**src/rtl/cfl_pkg.sv**
```systemverilog
package cfl_pkg;
  localparam int unsigned ADDR_W = 5;
  localparam int unsigned SA_W   = 5;
  localparam int unsigned WC_W   = 5;
  localparam int unsigned CMD_W  = ADDR_W + 1 + SA_W + WC_W;

  typedef struct packed {
    logic [ADDR_W-1:0] rt_addr;
    logic              tx;
    logic [SA_W-1:0]   sa;
    logic [WC_W-1:0]   wc;
  } cmd_t;

  function automatic logic is_mode_sa(input logic [SA_W-1:0] sa);
    return (sa == '0) || (sa == '1);
  endfunction

  function automatic logic is_bcast(input logic [ADDR_W-1:0] rt);
    return rt == '1;
  endfunction
endpackage

```
**src/rtl/cfl_field_latch.sv**
```systemverilog
module cfl_field_latch
  import cfl_pkg::*;
(
  input  logic            clk_i,
  input  logic            rst_ni,
  input  logic            load_i,
  input  cmd_t            cmd_i,
  output logic            bcast_o,
  output logic            tx_o,
  output logic [SA_W-1:0] sa_o
);
  always_ff @(posedge clk_i or negedge rst_ni) begin
    if (!rst_ni) begin
      bcast_o <= 1'b0;
      tx_o    <= 1'b0;
      sa_o    <= '0;
    end else if (load_i) begin
      bcast_o <= is_bcast(cmd_i.rt_addr);
      tx_o    <= cmd_i.tx;
      sa_o    <= cmd_i.sa;
    end
  end
endmodule

```
**src/rtl/cfl_word_counter.sv**
```systemverilog
module cfl_word_counter #(
  parameter int unsigned WC_W       = 5,
  parameter int unsigned DRAIN_CLKS = 3
) (
  input  logic            clk_i,
  input  logic            rst_ni,
  input  logic            load_i,
  input  logic [WC_W-1:0] field_i,
  input  logic            mode_i,
  input  logic            drain_ok_i,
  input  logic            word_xfer_i,
  input  logic            drain_start_i,
  output logic [WC_W-1:0] wc_o
);
  localparam int unsigned PH_W = (DRAIN_CLKS > 1) ? $clog2(DRAIN_CLKS) : 1;
  localparam logic [PH_W-1:0] PH_LAST = PH_W'(DRAIN_CLKS - 1);

  logic [WC_W-1:0] field_q, cnt_q, last;
  logic [PH_W-1:0] ph_q;
  logic            mode_q, dok_q, started_q, drain_q;

  // field 0 encodes the maximum count; wrap of the subtract gives all ones
  assign last = field_q - 1'b1;

  always_ff @(posedge clk_i or negedge rst_ni) begin
    if (!rst_ni) begin
      field_q   <= '0;
      cnt_q     <= '0;
      ph_q      <= '0;
      mode_q    <= 1'b0;
      dok_q     <= 1'b0;
      started_q <= 1'b0;
      drain_q   <= 1'b0;
    end else if (load_i) begin
      field_q   <= field_i;
      mode_q    <= mode_i;
      dok_q     <= drain_ok_i;
      started_q <= 1'b0;
      drain_q   <= 1'b0;
      ph_q      <= '0;
      cnt_q     <= '0;
    end else if (mode_q) begin
      cnt_q <= cnt_q;
    end else if (drain_q) begin
      if (ph_q == PH_LAST) begin
        ph_q <= '0;
        if (cnt_q == last) drain_q <= 1'b0;
        else               cnt_q   <= cnt_q + 1'b1;
      end else begin
        ph_q <= ph_q + 1'b1;
      end
    end else if (drain_start_i && dok_q) begin
      drain_q   <= 1'b1;
      started_q <= 1'b1;
      dok_q     <= 1'b0;
      cnt_q     <= '0;
      ph_q      <= '0;
    end else if (word_xfer_i) begin
      if (!started_q) begin
        started_q <= 1'b1;
        cnt_q     <= '0;
      end else if (cnt_q != last) begin
        cnt_q <= cnt_q + 1'b1;
      end
    end
  end

  assign wc_o = started_q ? cnt_q : field_q;
endmodule

```
**src/rtl/cmd_field_tracker.sv**
```systemverilog
module cmd_field_tracker
  import cfl_pkg::*;
#(
  parameter int unsigned DRAIN_CLKS = 3
) (
  input  logic             clk_i,
  input  logic             rst_ni,
  input  logic             cmd_valid_i,
  input  logic [CMD_W-1:0] cmd_word_i,
  input  logic             burst_mode_i,
  input  logic             word_xfer_i,
  input  logic             drain_start_i,
  output logic             bcast_o,
  output logic             tx_o,
  output logic [SA_W-1:0]  subaddr_o,
  output logic [WC_W-1:0]  wc_o
);
  cmd_t cmd;
  logic mode, drain_ok;

  assign cmd      = cmd_t'(cmd_word_i);
  assign mode     = is_mode_sa(cmd.sa);
  assign drain_ok = burst_mode_i && !cmd.tx && !mode;

  cfl_field_latch u_fields (
    .clk_i  (clk_i),
    .rst_ni (rst_ni),
    .load_i (cmd_valid_i),
    .cmd_i  (cmd),
    .bcast_o(bcast_o),
    .tx_o   (tx_o),
    .sa_o   (subaddr_o)
  );

  cfl_word_counter #(
    .WC_W      (WC_W),
    .DRAIN_CLKS(DRAIN_CLKS)
  ) u_count (
    .clk_i        (clk_i),
    .rst_ni       (rst_ni),
    .load_i       (cmd_valid_i),
    .field_i      (cmd.wc),
    .mode_i       (mode),
    .drain_ok_i   (drain_ok),
    .word_xfer_i  (word_xfer_i),
    .drain_start_i(drain_start_i),
    .wc_o         (wc_o)
  );
endmodule

```
**config.mk**
```make
export PLATFORM = sky130hd
export DESIGN_NAME = cmd_field_tracker
export DESIGN_NICKNAME = d
export VERILOG_FILES = /design/src/rtl/cfl_pkg.sv /design/src/rtl/cfl_field_latch.sv /design/src/rtl/cfl_word_counter.sv /design/src/rtl/cmd_field_tracker.sv
export SDC_FILE = /design/constraint.sdc
export NUM_CORES = 1
export LEC_CHECK = 0
export ABC_AREA = 1
export BUFFER_PORTS_ARGS = -buffer_cell sky130_fd_sc_hd__buf_4
export CAP_MARGIN = 25
export CORE_ASPECT_RATIO = 1.1
export CORE_UTILIZATION = 47
export DETAILED_ROUTE_END_ITERATION = 16
export HOLD_SLACK_MARGIN = 0.02
export MAX_ROUTING_LAYER = met4
export PLACE_DENSITY = 0.77
export SYNTH_ARGS = -nofsm -noshare
export SYNTH_HDL_FRONTEND = slang
export SYNTH_SLANG_ARGS = --single-unit
```
**constraint.sdc**
```tcl
create_clock -name clk_i -period 1.6 [get_ports clk_i]
set_clock_uncertainty 0.15 [all_clocks]
set_input_delay 0.16 -clock clk_i [delete_from_list [all_inputs] [get_ports clk_i]]
set_output_delay 0.16 -clock clk_i [all_outputs]
set_load 0.02 [all_outputs]
```
==> impl_metrics.py, run 1 <==
metrics = {
    "global_routing": {
        "grt_pass1_vias": 1294,
        "grt_start_max_net_pins": 24,
        "grt_overflow": 0,
        "grt_pass1_wl_um": 5390,
        "grt_usage": 0.241,
        "antenna_found_initial": 0,
    },
    "die": {
        "dieArea_sq_mm": 0.00310,
        "num_rows": 20,
        "die_y_um": 58.3,
        "initial_core_util": 0.492,
        "io_pins": 34,
        "core-area_sq_mm": 0.00275,
        "die_w_um": 53.2,
    },
    "synthesis": {
        "synthesis.nets": 216,
        "synth_area_sq_mm": 0.00135,
        "ys_seq_area_frac": 0.425,
        "synth.avg_cell_area_sq_um": 7.05,
        "ys_types": 26,
        "synth_edf_count": 0,
        "synth_flop_cell": "dfrtp_1",
        "yosys_warnings": 0,
        "ys_seq_elements": 23,
        "yosys.area.top_type": "dfrtp_1",
        "synthTopCellsByArea": "dfrtp_1, nand2_1, nor2_1",
        "synth_top_area_share": 0.425,
        "async_reset_ff_frac": 1.00,
        "synthCells": 192,
        "synth_most_common_cell": "nand2_1",
        "ys_top_cells_by_count": "nand2_1, dfrtp_1, nor2_1",
    },
    "run_status": {
        "status": "finished, violations left",
        "violations": "setup timing",
    },
    "layout": {
        "drive_gt1_frac": 0.248,
        "final_nets": 271,
        "areaGrowthSynthToFinish_pct": 37.0,
        "utilization": 0.674,
        "num_antenna_cells": 0,
    },
    "timing": {
        "hold_viol_final": 0,
        "finalSetupViolations": 6,
        "post-route-period-util": 1.08,
        "period_minus_slack_ns": 1.72,
        "hold_slack_ns": 0.0339,
        "rsz0062_at_grt": "yes",
        "worstMarginPinSlew_ns": 0.435,
        "drv_slew": 0,
        "fmax_ghz": 0.581,
        "maxSlewHeadroom": 0.710,
        "setup_ws_ns": -0.122,
    },
    "detailed_routing": {
        "drt_wl_total_um": 3130,
        "wl_per_cell_um": 11.2,
        "vias_per_cell": 4.99,
        "ant_nets": 0,
        "routed-wl-met3_um": 143,
        "dr_total_vias": 1393,
        "drt-met1-wl_um": 1330,
        "drc_errors": 0,
        "top_layer_used": "met4",
        "drtIter0Drc": 23,
        "detail_route.first_pass.iterations": 4,
        "met2_length_um": 1640,
    },
    "worst_setup_path": {
        "end_kind": "register",
        "cp_num_buf_inv": 2,
        "path_max_fanout": 6,
        "ff2ff_setup_slack_ns": -0.12,
        "arrival_ns": 1.83,
        "critPathMostFrequentCell": "nand2_1",
        "path_cells": "inv_2 > ha_4 > inv_2 > nand2_1 > nand2_1 > nor2_1 > nand2_1 > nor2_2 > nand3_1 > nand2_2 > nand2_4 > nand2_4 > nand2_1 > nand2_1",
        "crit_family": "simple AND/OR/NAND/NOR gates",
        "max_stage_delay_ns": 0.39,
        "cp-start-kind": "register",
        "critical_path_class": "reg -> reg",
        "required_ns": 1.70,
        "worst_path_max_delay_cell": "dfrtp_1",
    },
    "clock_tree": {
        "cts-root-buf": "clkbuf_4",
        "numCtsBuffers": 3,
        "tritoncts": "built",
        "clock_latency_ns": 0.30,
        "clk_pin_slew_ns": 0.12,
        "htreeDepth": 1,
        "clock_path_buffers": 2,
        "post-cts-setup-buffers": 0,
        "cts_num_sinks": 23,
    },
    "place": {
        "pre_cts_ws_ns": -0.121,
        "gp_congestion": 0.862,
        "io_buffers": 33,
        "dpl.hpwl_um": 2220,
    },
    "hold_path": {
        "hold_class": "in -> reg",
    },
    "job": {
        "drv_cap": 0,
    },
    "pwr": {
        "ir_drop_uv": 567,
        "cellLeakagePower_nw": 0.949,
        "total_power_mw": 1.36,
        "pwr_density_cell_mw_per_mm2": 731,
    },
}
[metal layers]
layer,track usage,up-vias
met5,-,-
met4,0.0714,0
met3,0.0310,4
met2,0.421,40
met1,0.285,637
li1,-,712
[cell type report]
class                           instances  area (sq um)
Clock buffer                            4          26.3
Fill cell                             237           898
Tap cell                               33          41.3
Multi-Input combinational cell        139           671
Timing Repair Buffer                   54           443
Sequential cell                        23           576
Inverter                               26          97.6
[worst paths after layout]
path                                          from            endpoint  depth (start not counted)
max in group asynchronous                   rst_ni  u_count.field_q[0]                          2
min in group asynchronous                   rst_ni    u_fields.sa_o[1]                          2
worst min register to register    u_fields.sa_o[1]    u_fields.sa_o[1]                          2
worst min-delay path                   cmd_valid_i   u_count.started_q                          2
worst max register to register  u_count.field_q[0]    u_count.cnt_q[0]                         14
worst max-delay path            u_count.field_q[0]    u_count.cnt_q[0]                         14
[state kept, by name, summed over array words and instances (netlist names)]
signal	flops
u_count.mode_q	1
u_count.ph_q	2
u_count.cnt_q	5
u_fields.sa_o	5
u_fields.bcast_o	1
u_count.dok_q	1
u_count.drain_q	1
u_fields.tx_o	1
u_count.started_q	1
u_count.field_q	5
[report_power, final]
| group | internal (mW) | total, mW | leakage (nW) | switching, mW |
|---|---|---|---|---|
| sequential | 0.631 | 0.667 | 0.295 | 0.0362 |
| clock | 0.0972 | 0.265 | 0.0150 | 0.168 |
| combinational | 0.185 | 0.424 | 0.639 | 0.239 |
[per-stage QoR]
step / instance area [sq um] / instances / setup TNS, ns
after global placement: 1680 / 260 / -0.201
after detailed placement: 1680 / 260 / -0.617
after global routing: 1850 / 279 / -1.44
after floorplan: 1370 / 192 / -0.0739
final: 1850 / 279 / -0.633
after CTS: 1850 / 279 / -0.689
[cell usage in the layout, fill, tap and decap left out, types with 2 or more instances in the layout]
master	Yosys	routed
nand2_1	66	66
buf_4	0	39
dfrtp_1	23	23
nor2_1	19	19
dlygate4sd3_1	0	15
inv_1	14	13
o21ai_1	12	12
nand3_1	11	11
inv_2	9	10
o21ai_0	7	7
clkinv_1	3	3
nand2_4	3	3
nor3_1	3	3
clkbuf_4	0	3
nor2_2	2	2
nand2_2	2	2
a21oi_1	2	2
xor2_1	2	2
[cells by family after synthesis]
kind of cell / synth area share
simple gates: 0.348
compound gates: 0.0998
fa+ha+maj: 0.0185
xor+xnor: 0.0194
flops: 0.425
buf+inv: 0.0887
[timing repair]
action,in CTS,in global routing
hold buffers,15,0
endpoints found under the hold margin,37,0
setup endpoints to repair,6,6
pin swaps,1,0
resized for setup,1,0
Power figures use the tool's default switching activity.
==> run 2, diff against run 1 <==
Settings changed: TNS_END_PERCENT set to 30.
==> run 2 against run 1 <==
The flow still finishes with violations (setup timing). First-iteration DRC count fell by 4.3%. Non-clock buffer count did not move. Register-to-register slack barely moved. Fmax fell by 0.17%. Sequential power barely moved.
==> impl_metrics.py, run 2 (synthesis gave the netlist of run 1 again) <==
metrics = {
    "timing": {
        "drv_slew": 0,
        "setup_ws_ns": -0.125,
        "period_minus_slack_ns": 1.72,
        "fmax_ghz": 0.580,
        "rsz0062_at_grt": "yes",
        "tns_ns": -0.669,
        "worstMarginPinSlew_ns": 0.440,
        "hold_viol_final": 0,
        "maxSlewHeadroom": 0.707,
        "finalSetupViolations": 6,
        "post-route-period-util": 1.08,
    },
    "detailed_routing": {
        "drt_wl_total_um": 3120,
        "wl_per_cell_um": 11.2,
        "ant_nets": 0,
        "detail_route.first_pass.iterations": 4,
        "drtIter0Drc": 22,
        "drc_errors": 0,
        "vias_per_cell": 4.94,
        "dr_total_vias": 1378,
    },
    "global_routing": {
        "antenna_found_initial": 0,
        "grt_overflow": 0,
        "grt_pass1_wl_um": 5390,
        "grt_pass1_vias": 1294,
        "grt_usage": 0.241,
        "grt_start_max_net_pins": 24,
    },
    "layout": {
        "mostFrequentLayoutCells": "nand2_1, buf_4, dfrtp_1",
        "fill_cells": 237,
        "areaGrowthSynthToFinish_pct": 37.0,
        "utilization": 0.674,
        "reg_top3": "u_count.cnt_q (5), u_count.field_q (5), u_fields.sa_o (5)",
        "seqCellArea_sq_um": 576,
        "multi_input_area_sq_um": 671,
        "drive_gt1_frac": 0.248,
        "final_common_cell": "nand2_1",
        "final_nets": 271,
        "num_antenna_cells": 0,
        "design_area_sq_mm": 0.00185,
    },
    "pwr": {
        "pwr_density_cell_mw_per_mm2": 732,
        "cellLeakagePower_nw": 0.949,
        "ir_drop_uv": 568,
    },
    "worst_setup_path": {
        "path_max_fanout": 6,
        "rr_worst_depth": 14,
        "end_kind": "register",
        "cp-start-kind": "register",
        "arrival_ns": 1.83,
        "critical_path_class": "reg -> reg",
        "required_ns": 1.70,
    },
    "place": {
        "io_buffers": 33,
        "pre_cts_ws_ns": -0.121,
        "dpl.hpwl_um": 2220,
        "gp_congestion": 0.862,
        "placed_cell_area_sq_mm": 0.00168,
    },
    "run_status": {
        "status": "finished, violations left",
        "violations": "setup timing",
    },
    "die": {
        "initial_core_util": 0.492,
        "core-area_sq_mm": 0.00275,
        "num_rows": 20,
        "io_pins": 34,
        "die_y_um": 58.3,
        "dieArea_sq_mm": 0.00310,
        "die_w_um": 53.2,
    },
    "clock_tree": {
        "post-cts-setup-buffers": 0,
        "clock_path_buffers": 2,
        "cts-root-buf": "clkbuf_4",
        "cts_num_sinks": 23,
        "tritoncts": "built",
        "clock_latency_ns": 0.30,
        "htreeDepth": 1,
        "clk_pin_slew_ns": 0.12,
        "numCtsBuffers": 3,
    },
    "hold_path": {
        "hold_class": "in -> reg",
        "min_path_cells": 2,
    },
    "job": {
        "drv_cap": 0,
    },
}
run 2: cell counts in the layout (fill, tap and decap cells not counted):
Identical to the previous run, type by type.
run 2: report_power, final:
part | total [mW] | leakage [nW] | switching (mW) | internal, mW
registers | 0.667 | 0.295 | 0.0363 | 0.630
logic | 0.425 | 0.639 | 0.240 | 0.185
clock network | 0.266 | 0.0150 | 0.168 | 0.0972
total | 1.36 | 0.949 | 0.444 | 0.913
run 2: layout make-up:
class                   count  share of cell area
clock buffers               4              0.0142
inverters                  26              0.0526
multi-input cells         139               0.362
flip-flops and latches     23               0.310
well taps                  33              0.0223
repair buffers             54               0.239
run 2: metal layers:
metal	part of all wire	track usage	vias to the layer above
met2	0.52	0.421	32
li1	-	-	712
met1	0.44	0.285	630
met4	0.0080	0.0714	0
met3	0.031	0.0310	4
met5	0	-	-
run 2: stage by stage:
step | instances | hold slack [ns] | total power [mW]
2_1_floorplan | 192 | -0.286 | 0.915
3_3_place_gp | 260 | -0.0837 | 1.06
3_5_place_dp | 260 | -0.0805 | 1.07
4_1_cts | 279 | 0.0307 | 1.36
5_1_grt | 279 | 0.0332 | 1.44
6_report | 279 | 0.0352 | 1.36
run 2: worst paths after layout:
path,from,to,slack (ns)
hold / removal,cmd_valid_i,u_count.started_q,0.04
min in group asynchronous,rst_ni,u_fields.sa_o[1],0.12
setup / recovery,u_count.field_q[0],u_count.cnt_q[0],-0.12
hold reg to reg,u_fields.sa_o[1],u_fields.sa_o[1],0.34
max in group asynchronous,rst_ni,u_count.field_q[0],0.96
setup reg to reg,u_count.field_q[0],u_count.cnt_q[0],-0.12
run 2: worst max-delay path, cell delays in order (launching register included):
cell	delay, ns
dfrtp_1	0.39
inv_2	0.06
ha_4	0.26
inv_2	0.03
nand2_1	0.05
nand2_1	0.05
nor2_1	0.08
nand2_1	0.06
nor2_2	0.09
nand3_1	0.09
nand2_2	0.09
nand2_4	0.08
nand2_4	0.09
nand2_1	0.05
nand2_1	0.06
run 2: repair_timing:
action                                  4_1_cts  5_1_grt
gates resized for setup                       1        0
gates cloned                                  0        0
endpoints found under the setup margin        6        6
hold buffers                                 15        0
hold endpoints to repair                     37        0
pin swaps                                     1        0
==> run 3, diff against run 2 <==
Settings changed: CORE_MARGIN set to 4, CORE_UTILIZATION 47 to 50, PLACE_DENSITY 0.77 to 0.78.
Clock period 1.6 ns to 2.2 ns, I/O delays scaled along.
==> run 3 against run 2 <==
The flow now finishes without violations. Utilization grew 3.2 points. Power shrank 28%. Die area grew 16%. Sequential share of layout area grew 1.0 points. Worst setup slack gained 0.25 ns. Largest cell class unchanged. Sequential power shrank 27%. Flip-flop and latch count is the same. Worst hold slack lost 0.0066 ns. Register-to-register slack gained 0.51 ns. Non-clock buffer count shrank 6. Critical endpoint is now u_fields.bcast_o. Clock-buffer cell count is the same. Via count shrank 0.29%.
==> impl_metrics.py, run 3 (synthesis gave the netlist of run 1 again) <==
metrics = {
    "run_status": {
        "status": "completed",
    },
    "die": {
        "dieArea_sq_mm": 0.00361,
        "num_rows": 19,
        "io_pins": 34,
        "die_y_um": 62.6,
        "core-area_sq_mm": 0.00254,
        "die_w_um": 57.6,
        "initial_core_util": 0.532,
    },
    "global_routing": {
        "grt_usage": 0.192,
        "grt_pass1_vias": 1323,
        "grt_overflow": 0,
        "grt_pass1_wl_um": 5470,
        "grt_start_max_net_pins": 24,
        "antenna_found_initial": 0,
    },
    "layout": {
        "final_nets": 265,
        "areaGrowthSynthToFinish_pct": 32.5,
        "drive_gt1_frac": 0.221,
        "fill_cells": 203,
        "reg_top3": "u_count.cnt_q (5), u_count.field_q (5), u_fields.sa_o (5)",
        "final_common_cell": "nand2_1",
        "multi_input_area_sq_um": 658,
        "num_antenna_cells": 0,
        "seqCellArea_sq_um": 576,
        "mostFrequentLayoutCells": "nand2_1, buf_4, dfrtp_1",
    },
    "detailed_routing": {
        "drtIter0Drc": 30,
        "vias_per_cell": 5.07,
        "ant_nets": 0,
        "drc_errors": 0,
        "drt_wl_total_um": 3080,
        "detail_route.first_pass.iterations": 4,
        "wl_per_cell_um": 11.4,
        "dr_total_vias": 1374,
    },
    "pwr": {
        "ir_drop_uv": 442,
        "pwr-share-comb": 0.295,
        "total_power_uw": 972,
        "p_int_uw": 652,
        "switching_share": 0.330,
        "clock_power_share": 0.203,
        "pwr_density_cell_mw_per_mm2": 542,
        "power.switching_uw": 321,
        "seqPwrFrac": 0.502,
        "cellLeakagePower_nw": 0.917,
    },
    "clock_tree": {
        "cts-root-buf": "clkbuf_4",
        "clk_pin_slew_ns": 0.13,
        "clock_path_buffers": 2,
        "postCtsResizedCells": 0,
        "numCtsBuffers": 3,
        "htreeDepth": 1,
        "clock_latency_ns": 0.31,
        "tritoncts": "built",
        "cts_num_sinks": 23,
    },
    "timing": {
        "tns_ns": 0,
        "drv_slew": 0,
        "fmax_ghz": 0.483,
        "worstMarginPinSlew_ns": 0.489,
        "finalSetupViolations": 0,
        "maxSlewHeadroom": 0.670,
        "post-route-period-util": 0.941,
        "period_minus_slack_ns": 2.07,
        "hold_viol_final": 0,
        "rsz0062_at_grt": "no",
    },
    "place": {
        "dpl.hpwl_um": 2260,
        "gp_congestion": 0.895,
        "io_buffers": 33,
    },
    "job": {
        "drv_cap": 0,
    },
    "worst_setup_path": {
        "arrival_ns": 2.18,
        "end_kind": "register",
        "path_max_fanout": 1,
        "cp-start-kind": "input port",
        "critical_path_class": "in -> reg",
        "required_ns": 2.31,
    },
    "hold_path": {
        "hold_class": "in -> reg",
    },
}
-- run 3: cell count changes in the layout (fill, tap and decap cells not counted) --
cell / previous run / this run
buf_4: 39 / 33
ha_1: 1 / 2
ha_4: 1 / 0
inv_1: 13 / 14
inv_2: 10 / 9
-- run 3: cell type report --
type                       instances  area share
clock buffer                       4      0.0146
multi-input combinational        139       0.367
tap                               31      0.0216
inverter                          26      0.0544
sequential                        23       0.321
timing repair buffer              48       0.222
-- run 3: layer usage --
metal,share of wire,wire [um],up-vias,track usage
met5,0,0,-,-
met4,0.0088,27,0,0.0493
met3,0.051,156,4,0.0289
met2,0.52,1600,40,0.343
met1,0.42,1290,637,0.219
li1,-,-,693,-
-- run 3: power by group through the flow --
stage	Clock (mW)	Combinational, mW	Sequential, mW
CTS	0.202	0.287	0.488
detailed placement	0	0.267	0.496
global route	0.214	0.325	0.494
floorplan	0	0.161	0.500
global placement	0	0.259	0.495
finish	0.198	0.287	0.488
-- run 3: worst paths after layout --
| kind | endpoint | start | cells past startpoint | slack (ns) |
|---|---|---|---|---|
| worst max-delay path | u_fields.bcast_o | cmd_word_i[12] | 6 | 0.13 |
| worst min-delay path | u_fields.sa_o[3] | cmd_word_i[8] | 3 | 0.03 |
| worst max register to register | u_count.cnt_q[2] | u_count.field_q[0] | 13 | 0.39 |
| worst min register to register | u_fields.sa_o[1] | u_fields.sa_o[1] | 2 | 0.34 |
| max in group asynchronous | u_count.cnt_q[1] | rst_ni | 2 | 1.48 |
| min in group asynchronous | u_fields.tx_o | rst_ni | 2 | 0.17 |
-- run 3: worst max-delay path: stages --
cell and delay (ns):
dlygate4sd3_1 0.53, buf_4 0.10, nand4_1 0.06, dlygate4sd3_1 0.57, o21ai_1 0.14, dlygate4sd3_1 0.56
-- run 3: stage by stage --
| stage | setup slack (ns) | cell area, sq um | hold slack (ns) | utilization | cells |
|---|---|---|---|---|---|
| final | 0.130 | 1790 | 0.0286 | 0.705 | 271 |
| after global routing | 0.0928 | 1790 | 0.0303 | 0.705 | 271 |
| after CTS | 0.186 | 1790 | 0.0220 | 0.705 | 271 |
| after detailed placement | 0.419 | 1620 | -0.0168 | 0.636 | 252 |
| after global placement | 0.508 | 1620 | -0.0220 | 0.636 | 252 |
| after floorplan | 0.571 | 1350 | -0.226 | - | 192 |
-- run 3: timing repair --
action	in CTS	in global routing
endpoints found under the hold margin	35	0
hold buffers	15	0
setup buffers	0	0
